===== src/rtl/lif_pkg.sv =====
package lif_pkg;

    // Which branch of the step update produced the result
    typedef enum logic [1:0] {
        PH_INTEGRATE = 2'd0,
        PH_FIRE      = 2'd1,
        PH_REFRACT   = 2'd2
    } lif_phase_e;

endpackage


===== src/rtl/lif_leak.sv =====
module lif_leak #(
    parameter int STATE_W = 32,
    parameter int DECAY_W = 16,
    parameter int SHIFT_W = 5,
    parameter int WIDE_W  = 2 * STATE_W
) (
    input  logic signed [STATE_W-1:0] state_i,
    input  logic        [DECAY_W-1:0] decay_i,
    input  logic        [SHIFT_W-1:0] shift_i,
    output logic signed [WIDE_W-1:0]  leak_o
);
    logic signed [WIDE_W-1:0] st_x;
    logic signed [WIDE_W-1:0] k_x;
    logic signed [WIDE_W-1:0] prod;

    always_comb begin
        st_x   = WIDE_W'(state_i);
        k_x    = WIDE_W'({1'b0, decay_i});
        prod   = st_x * k_x;
        leak_o = prod >>> shift_i;
    end
endmodule


===== src/rtl/lif_scale.sv =====
module lif_scale #(
    parameter int STATE_W = 32,
    parameter int SHIFT_W = 5,
    parameter int WIDE_W  = 2 * STATE_W
) (
    input  logic signed [STATE_W-1:0] syn_i,
    input  logic        [SHIFT_W-1:0] shift_i,
    output logic signed [WIDE_W-1:0]  scaled_o
);
    logic signed [WIDE_W-1:0] syn_x;

    always_comb begin
        syn_x    = WIDE_W'(syn_i);
        scaled_o = syn_x <<< shift_i;
    end
endmodule


===== src/rtl/lif_fire.sv =====
module lif_fire
    import lif_pkg::*;
#(
    parameter int STATE_W = 32,
    parameter int REFR_W  = 8,
    parameter int WIDE_W  = 2 * STATE_W
) (
    input  logic signed [WIDE_W-1:0]  leak_i,
    input  logic signed [WIDE_W-1:0]  scaled_i,
    input  logic signed [STATE_W-1:0] thresh_i,
    input  logic        [REFR_W-1:0]  refr_i,
    input  logic        [REFR_W-1:0]  refr_len_i,
    output logic signed [STATE_W-1:0] state_o,
    output logic                      spike_o,
    output logic        [REFR_W-1:0]  refr_o,
    output lif_phase_e                phase_o
);
    localparam int SUM_W = WIDE_W + 1;
    localparam int PAD_W = SUM_W - STATE_W + 1;
    localparam logic signed [SUM_W-1:0] SAT_HI = {{PAD_W{1'b0}}, {(STATE_W-1){1'b1}}};
    localparam logic signed [SUM_W-1:0] SAT_LO = {{PAD_W{1'b1}}, {(STATE_W-1){1'b0}}};
    localparam logic signed [STATE_W-1:0] ST_MAX = {1'b0, {(STATE_W-1){1'b1}}};
    localparam logic signed [STATE_W-1:0] ST_MIN = {1'b1, {(STATE_W-1){1'b0}}};
    localparam logic [REFR_W-1:0] REFR_ONE = REFR_W'(1);

    logic signed [SUM_W-1:0]   sum;
    logic signed [STATE_W-1:0] sat;

    always_comb begin
        sum = {leak_i[WIDE_W-1], leak_i} + {scaled_i[WIDE_W-1], scaled_i};
        if (sum > SAT_HI)      sat = ST_MAX;
        else if (sum < SAT_LO) sat = ST_MIN;
        else                   sat = sum[STATE_W-1:0];

        if (refr_i != '0) begin
            phase_o = PH_REFRACT;
            state_o = '0;
            spike_o = 1'b0;
            refr_o  = refr_i - REFR_ONE;
        end else if (sat >= thresh_i) begin
            phase_o = PH_FIRE;
            state_o = '0;
            spike_o = 1'b1;
            refr_o  = refr_len_i;
        end else begin
            phase_o = PH_INTEGRATE;
            state_o = sat;
            spike_o = 1'b0;
            refr_o  = '0;
        end
    end
endmodule


===== src/rtl/lif_step_unit.sv =====
module lif_step_unit
    import lif_pkg::*;
#(
    parameter int STATE_W = 32,
    parameter int DECAY_W = 16,
    parameter int SHIFT_W = 5,
    parameter int REFR_W  = 8
) (
    input  logic                      clk,
    input  logic                      rst_n,
    input  logic                      in_valid,
    output logic                      in_ready,
    input  logic signed [STATE_W-1:0] state_in,
    input  logic signed [STATE_W-1:0] syn_in,
    input  logic        [DECAY_W-1:0] decay_k,
    input  logic        [SHIFT_W-1:0] decay_shift,
    input  logic        [SHIFT_W-1:0] scale_shift,
    input  logic signed [STATE_W-1:0] threshold,
    input  logic        [REFR_W-1:0]  refr_len,
    input  logic        [REFR_W-1:0]  refr_in,
    output logic                      out_valid,
    output logic signed [STATE_W-1:0] state_out,
    output logic                      spike_out,
    output logic        [REFR_W-1:0]  refr_out
);
    localparam int WIDE_W = 2 * STATE_W;

    typedef struct packed {
        logic                      valid;
        logic signed [STATE_W-1:0] state;
        logic                      spike;
        logic        [REFR_W-1:0]  refr;
        lif_phase_e                phase;
    } res_t;

    logic signed [WIDE_W-1:0]  leak_w;
    logic signed [WIDE_W-1:0]  scaled_w;
    logic signed [STATE_W-1:0] nxt_state;
    logic                      nxt_spike;
    logic        [REFR_W-1:0]  nxt_refr;
    lif_phase_e                nxt_phase;
    logic                      launch;
    res_t                      res_d, res_q;

    lif_leak #(
        .STATE_W(STATE_W), .DECAY_W(DECAY_W), .SHIFT_W(SHIFT_W), .WIDE_W(WIDE_W)
    ) u_leak (
        .state_i(state_in), .decay_i(decay_k), .shift_i(decay_shift), .leak_o(leak_w)
    );

    lif_scale #(
        .STATE_W(STATE_W), .SHIFT_W(SHIFT_W), .WIDE_W(WIDE_W)
    ) u_scale (
        .syn_i(syn_in), .shift_i(scale_shift), .scaled_o(scaled_w)
    );

    lif_fire #(
        .STATE_W(STATE_W), .REFR_W(REFR_W), .WIDE_W(WIDE_W)
    ) u_fire (
        .leak_i(leak_w), .scaled_i(scaled_w), .thresh_i(threshold),
        .refr_i(refr_in), .refr_len_i(refr_len),
        .state_o(nxt_state), .spike_o(nxt_spike), .refr_o(nxt_refr), .phase_o(nxt_phase)
    );

    assign in_ready = 1'b1;
    assign launch   = in_valid & in_ready;

    always_comb begin
        res_d       = res_q;
        res_d.valid = launch;
        if (launch) begin
            res_d.state = nxt_state;
            res_d.spike = nxt_spike;
            res_d.refr  = nxt_refr;
            res_d.phase = nxt_phase;
        end
    end

    always_ff @(posedge clk or negedge rst_n) begin
        if (!rst_n) begin
            res_q <= '{valid: 1'b0, state: '0, spike: 1'b0, refr: '0, phase: PH_INTEGRATE};
        end else begin
            res_q <= res_d;
        end
    end

    assign out_valid = res_q.valid;
    assign state_out = res_q.state;
    assign spike_out = res_q.spike;
    assign refr_out  = res_q.refr;
endmodule


===== config.mk =====
export PLATFORM = sky130hd
export DESIGN_NAME = lif_step_unit
export DESIGN_NICKNAME = d
export VERILOG_FILES = /design/src/rtl/lif_pkg.sv /design/src/rtl/lif_leak.sv /design/src/rtl/lif_scale.sv /design/src/rtl/lif_fire.sv /design/src/rtl/lif_step_unit.sv
export SDC_FILE = /design/constraint.sdc
export NUM_CORES = 2
export LEC_CHECK = 0
export BUFFER_PORTS_ARGS = -buffer_cell sky130_fd_sc_hd__buf_2
export CAP_MARGIN = 0
export CORE_MARGIN = 8
export CORE_UTILIZATION = 60
export DETAILED_ROUTE_END_ITERATION = 10
export MAX_ROUTING_LAYER = met4
export PLACE_DENSITY_LB_ADDON = 0.12
export SLEW_MARGIN = 20
export SYNTH_ARGS = -nofsm -noshare
export SYNTH_HDL_FRONTEND = slang
export SYNTH_HIERARCHICAL = 1
export SYNTH_SLANG_ARGS = --single-unit

===== constraint.sdc =====
create_clock -name clk -period 1.4 [get_ports clk]
set_clock_uncertainty 0.05 [all_clocks]
set_input_delay 0 -clock clk [delete_from_list [all_inputs] [get_ports clk]]
set_output_delay 0 -clock clk [all_outputs]
set_load 0.05 [all_outputs]

======== Word-level counts from Yosys, hierarchy flattened ========
Index checks and enable logic that the tools add are counted.
word-level totals
  flip-flop bits (word level) ............. 42
  bits of input ports ..................... 141
  output and inout port bits .............. 43
  logic and storage cells ................. 21
operators by class
  add/subtract/negate cells ............... 2
  multiply operators ...................... 1
  $lt $le $gt $ge ......................... 3
  shift-type cells ........................ 2
  muxes and demuxes ....................... 8
  reductions and logical operators ........ 1
operator list
  cell                  count
  $mux 32               4
  $add 64x64->65        1
  $gt 65x32->1 const B  1
  $lt 65x32->1 const B  1
  $sshl 32x5->64        1
  $sshr 49x5->64        1
  $mul 32x17->49        1
  $ge 32x32->1          1
  $mux 8                2
  $reduce_bool 8->1     1
  $sub 8x1->8 const B   1
  $mux 1                2

======== Longest topological paths before layout ========
  word-level depth ........................ 9
  gate-level depth with buffers ........... 61
  depth with buffers taken out ............ 54

======== Modules after synthesis ========
The synthesis kept the hierarchy.
modules (own cells, without submodules)
  module         instances  cells each  area each (um2)  sequential area each (um2)
  lif_leak       1          2650        22082.4          0.0
  lif_fire       1          1031        6428.7           0.0
  lif_scale      1          332         2708.8           0.0
  lif_step_unit  1          90          1765.4           1051.0

======== Worst setup path before layout ========
Ideal clock, no wire load.
  path type ............................... input port to flip-flop
  start ................................... input decay_k[3]
  end ..................................... register res_q (netlist bit state_out[11])
  library setup time ...................... 125 ps
  arrival time ............................ 12118 ps
  data required time ...................... 1225 ps
  path slack .............................. -10893 ps
  cell stages on the path ................. 52
  path buffers ............................ 5
  path through ............................ clkbuf_1 nand2_1 fa_1 fa_1 inv_1 fa_1 fa_1 fa_1 inv_1 fa_1 inv_1 ha_1 buf_2 nand4_1 o41ai_1 a2111o_1 o211ai_1 or4b_4 (+16 left out) nor2_4 buf_4 a21oi_1 ha_1 a21o_1 a21o_1 a21oi_1 o21ai_0 a31oi_1 o2111ai_1 a21oi_1 xnor2_1 nand2_1 nor2_1 o21ai_1 clkbuf_1 a21oi_1 mux2_4
on the way
  word-level cells in the longest chain between the ends .. 9
  elaborated cells between the ends (all ways) .. 10
  classes of those cells .................. add/sub: 1; mul: 1; order compare: 3; shift: 1; mux: 4
RTL lines
  item                     line                 RTL
  start: declaration       lif_step_unit.sv:15  input logic [DECAY_W-1:0] decay_k,
  $mul 32x17->49 *         lif_leak.sv:19       prod = st_x * k_x;
  $sshr 49x5->64 *         lif_leak.sv:20       leak_o = prod >>> shift_i;
  named net leak_w[24]     lif_step_unit.sv:36  logic signed [WIDE_W-1:0] leak_w;
  $add 64x64->65 *         lif_fire.sv:30       sum = {leak_i[WIDE_W-1], leak_i} + {scaled_i[WIDE_W-1], scaled_i};
  $lt 65x32->1             lif_fire.sv:32       else if (sum < SAT_LO) sat = ST_MIN;
  $mux 32                  lif_fire.sv:32
  $mux 32 *                lif_fire.sv:31       if (sum > SAT_HI) sat = ST_MAX;
  $ge 32x32->1             lif_fire.sv:40       end else if (sat >= thresh_i) begin
  $mux 32 *                lif_fire.sv:40
  $mux 32 *                lif_fire.sv:35       if (refr_i != '0) begin
  named net nxt_state[11]  lif_step_unit.sv:38  logic signed [STATE_W-1:0] nxt_state;
  end signal: assignment   lif_step_unit.sv:81  res_q <= '{valid: 1'b0, state: '0, spike: 1'b0, refr: '0, phase: PH_INTEGRATE};
  end signal: assignment   lif_step_unit.sv:83  res_q <= res_d;
  end: declaration         lif_step_unit.sv:43  res_t res_d, res_q;
Mark *: on every way through the listed nets, which the timed path passes. The rest lies on a longest branch.
A chain may end at the register's enable or synchronous reset.

======== Worst setup path in the final report ========
  start ................................... input state_in[10]
  end ..................................... register res_q (netlist bit state_out[28])
on the way
  word-level cells in the longest chain between the ends .. 9
  elaborated cells between the ends (all ways) .. 10
  classes of those cells .................. add/sub: 1; mul: 1; order compare: 3; shift: 1; mux: 4
RTL lines
  item                     line                 RTL
  start: declaration       lif_step_unit.sv:13  input logic signed [STATE_W-1:0] state_in,
  $mul 32x17->49 *         lif_leak.sv:19
  $sshr 49x5->64 *         lif_leak.sv:20
  named net leak_w[20]     lif_step_unit.sv:36
  $add 64x64->65 *         lif_fire.sv:30
  $lt 65x32->1             lif_fire.sv:32
  $mux 32                  lif_fire.sv:32
  $mux 32 *                lif_fire.sv:31
  $ge 32x32->1             lif_fire.sv:40
  $mux 32 *                lif_fire.sv:40
  $mux 32 *                lif_fire.sv:35
  named net nxt_state[28]  lif_step_unit.sv:38
Marks and branches as above.

==> impl_metrics.prom <==
# TYPE chip_impl_metric gauge
chip_impl_metric{name="worstSkewPairLatency",unit="ns"} 0.28
chip_impl_metric{name="fmax",unit="MHz"} 78.1
chip_impl_metric{name="number_of_nets_in_the_layout",unit=""} 5984
chip_impl_info{name="failed_checks",value="negative setup slack"} 1
chip_impl_metric{name="gr-usage-all-layers",unit="%"} 36.9
chip_impl_metric{name="pin_count_of_the_biggest_net_entering_global_routing",unit=""} 43
chip_impl_metric{name="finalCriticalPeriod",unit="ns"} 12.80
chip_impl_metric{name="tritoncts.num_buffers",unit=""} 5
chip_impl_metric{name="tightestPinTransition",unit="ns"} 0.898
chip_impl_info{name="clock_tree_from_tritoncts",value="yes"} 1
chip_impl_metric{name="cts_max_level",unit=""} 2
chip_impl_metric{name="critical_path_buf_inv_count",unit=""} 10
chip_impl_metric{name="antenna_violations_before_repair",unit=""} 4
chip_impl_metric{name="yosysWarnings",unit=""} 6
chip_impl_metric{name="cpPeakStageDelay",unit="ns"} 0.75
chip_impl_metric{name="grt_pass1_wl",unit="microns"} 185000
chip_impl_metric{name="die_w",unit="microns"} 250
chip_impl_info{name="timing.critical_path.mode_cell",value="fa_1"} 1
chip_impl_metric{name="synthesis.area",unit="sq mm"} 0.0330
chip_impl_metric{name="dp.final_hpwl",unit="microns"} 93500
chip_impl_metric{name="layout-area-overhead-vs-synth",unit="%"} 39.7
chip_impl_info{name="critical-path-top-delay-family",value="adder cells"} 1
chip_impl_info{name="setup.worst_path.end_class",value="flip-flop"} 1
chip_impl_metric{name="min_period_over_period",unit="%"} 915
chip_impl_metric{name="final_cells",unit=""} 5849
chip_impl_metric{name="synth_fp_nets",unit=""} 4947
chip_impl_info{name="crit_path_start_kind",value="primary input"} 1
chip_impl_metric{name="setup_slack_on_the_worst_flop_to_flop_path",unit="ns"} 0.50
chip_impl_metric{name="path_clk_slew",unit="ns"} 0.06
chip_impl_metric{name="postRouteWirelength",unit="microns"} 130000
chip_impl_metric{name="cts.sink_count",unit=""} 42
chip_impl_info{name="worstHoldPathType",value="in2reg"} 1
chip_impl_metric{name="dpl.cell_count",unit=""} 5713
chip_impl_info{name="outcome",value="finished, violations left"} 1
chip_impl_metric{name="i_o_pin_total",unit=""} 184
chip_impl_info{name="rsz_0062_raised_after_global_routing",value="yes"} 1
chip_impl_metric{name="core_area",unit="sq mm"} 0.0548
chip_impl_metric{name="worst-endpoint-required",unit="ns"} 1.58
chip_impl_info{name="timing.critical_path.slowest_stage_cell",value="fa_1"} 1
chip_impl_metric{name="rows",unit=""} 86
chip_impl_metric{name="port_buffers",unit=""} 182
chip_impl_metric{name="tightest_slew_margin_relative_to_the_limit",unit="%"} 39.8
chip_impl_metric{name="route.detailed.vias_per_inst",unit=""} 6.21
chip_impl_metric{name="cts_buffer_depth",unit=""} 2
chip_impl_metric{name="drt_pass_1_iters",unit=""} 6
chip_impl_metric{name="dieHeight",unit="microns"} 250
chip_impl_metric{name="hold_violations",unit=""} 0
chip_impl_metric{name="drv.max_cap_violation_count",unit=""} 0
chip_impl_metric{name="fin_ws",unit="ns"} -11.40
chip_impl_metric{name="initialDrtViolationCount",unit=""} 3587
chip_impl_metric{name="postSynthCellCount",unit=""} 4102
chip_impl_metric{name="drt.antenna.violating_nets",unit=""} 0
chip_impl_metric{name="setup-violations-final",unit=""} 41
chip_impl_metric{name="initial_core_util",unit="%"} 60.2
chip_impl_metric{name="total_drc_errors_in_the_routed_layout",unit=""} 0
chip_impl_info{name="clk_root_buffer_cell",value="clkbuf_16"} 1
chip_impl_info{name="timing.setup.critical_path_class",value="in2reg"} 1
chip_impl_metric{name="finalCoreUtilization",unit="%"} 84.1
chip_impl_metric{name="layout_cells_sized_above_1",unit="%"} 38.8
chip_impl_metric{name="globalRoute.totalOverflow",unit=""} 0
chip_impl_metric{name="detail_route.wl_per_cell",unit="microns"} 22.2
chip_impl_metric{name="syn_area_per_cell",unit="sq um"} 8.04
chip_impl_metric{name="first_global_vias",unit=""} 35400
chip_impl_metric{name="drv_slew",unit=""} 0
chip_impl_metric{name="total_die_area",unit="sq mm"} 0.0627
chip_impl_metric{name="gp_congestion",unit=""} 1.04
chip_impl_metric{name="route.vias.total",unit=""} 36300
chip_impl_metric{name="worst-path-max-fanout",unit=""} 8
chip_impl_metric{name="filler_cell_count",unit=""} 3158
chip_impl_metric{name="crit_arrival",unit="ns"} 12.98
[registers in the layout, indices dropped and copies added, names as in the netlist]
| name | count |
|---|---|
| spike_out | 1 |
| out_valid | 1 |
| state_out | 32 |
| refr_out | 8 |
[through the flow]
step	setup TNS (ns)	instance area, sq um	setup WS, ns	hold WS, ns
after global routing	-474.40	46100	-11.67	0.0764
after global placement	-463.03	42100	-11.33	0.0352
after detailed placement	-474.39	42100	-11.64	0.0297
after CTS	-429.16	44100	-10.55	0.0505
after floorplan	-401.94	34100	-9.86	-0.346
final	-463.00	46100	-11.40	0.0668
[layer usage]
metal / part of all wire [%] / track usage, % / vias up
met3: 9.2 / 4.02 / 730
met1: 37 / 46.1 / 17500
met2: 47 / 62.0 / 2378
met4: 6.5 / 13.1 / 0
li1: - / - / 15800
met5: 0 / - / -
[cell type report]
class                      count  area (sq um)  share of cell area, %
timing repair buffer        1291         10400                   22.5
clock buffer                   6           139                  0.301
clock inverter                 2          12.5                 0.0272
multi-input combinational   3177         31300                   67.9
sequential                    42          1050                   2.28
tap                          704           881                   1.91
antenna                        5          12.5                 0.0272
inverter                     622          2340                   5.07
[placed cells by master (no fill, tap or decap), types with 27 or more instances in the layout]
| cell | count |
|---|---|
| buf_4 | 1020 |
| nor3_1 | 45 |
| o22ai_1 | 29 |
| a21oi_2 | 97 |
| o21ai_1 | 36 |
| xor2_1 | 42 |
| a21o_1 | 35 |
| and2_1 | 225 |
| mux2i_1 | 77 |
| mux4_2 | 31 |
| xnor2_1 | 51 |
| fa_1 | 456 |
| nand3_1 | 43 |
| o21a_1 | 35 |
| nand4_1 | 64 |
| mux2_2 | 45 |
| ha_1 | 151 |
| inv_2 | 36 |
| fa_2 | 34 |
| mux2_4 | 50 |
| o21ai_2 | 27 |
| inv_1 | 583 |
| dfrtp_1 | 42 |
| a21oi_1 | 183 |
| o211ai_1 | 37 |
| nand2_2 | 33 |
| o21ai_0 | 100 |
| a21oi_4 | 39 |
| ha_4 | 45 |
| and2_4 | 28 |
| buf_6 | 56 |
| buf_2 | 147 |
| nor2_1 | 183 |
| nand2_1 | 462 |
| buf_12 | 41 |
[final timing paths]
path | cells past startpoint | endpoint | start
setup / recovery | 55 | state_out[28] | state_in[10]
hold / removal | 4 | refr_out[2] | refr_len[2]
setup reg to reg | 1 | state_out[16] | state_out[16]
hold reg to reg | 1 | state_out[31] | state_out[31]
max in group asynchronous | 3 | state_out[28] | rst_n
min in group asynchronous | 3 | refr_out[6] | rst_n
[tightest hold or removal path, stage by stage]
cell     delay [ns]
buf_2          0.08
a21oi_2        0.04
nor2_1         0.10
mux2_4         0.15
[what timing repair did]
| item | in CTS | in global routing |
|---|---|---|
| pin swaps | 129 | 168 |
| endpoints found under the setup margin | 41 | 41 |
| buffers inserted | 56 | 56 |
| gates resized for setup | 287 | 348 |
| hold buffers | 1 | 0 |
| gates cloned | 8 | 7 |
| endpoints found under the hold margin | 42 | 0 |
Power is left out: the tool's default activity adds up to more than one toggle a clock period on the data nets, which glitch-free logic cannot reach.
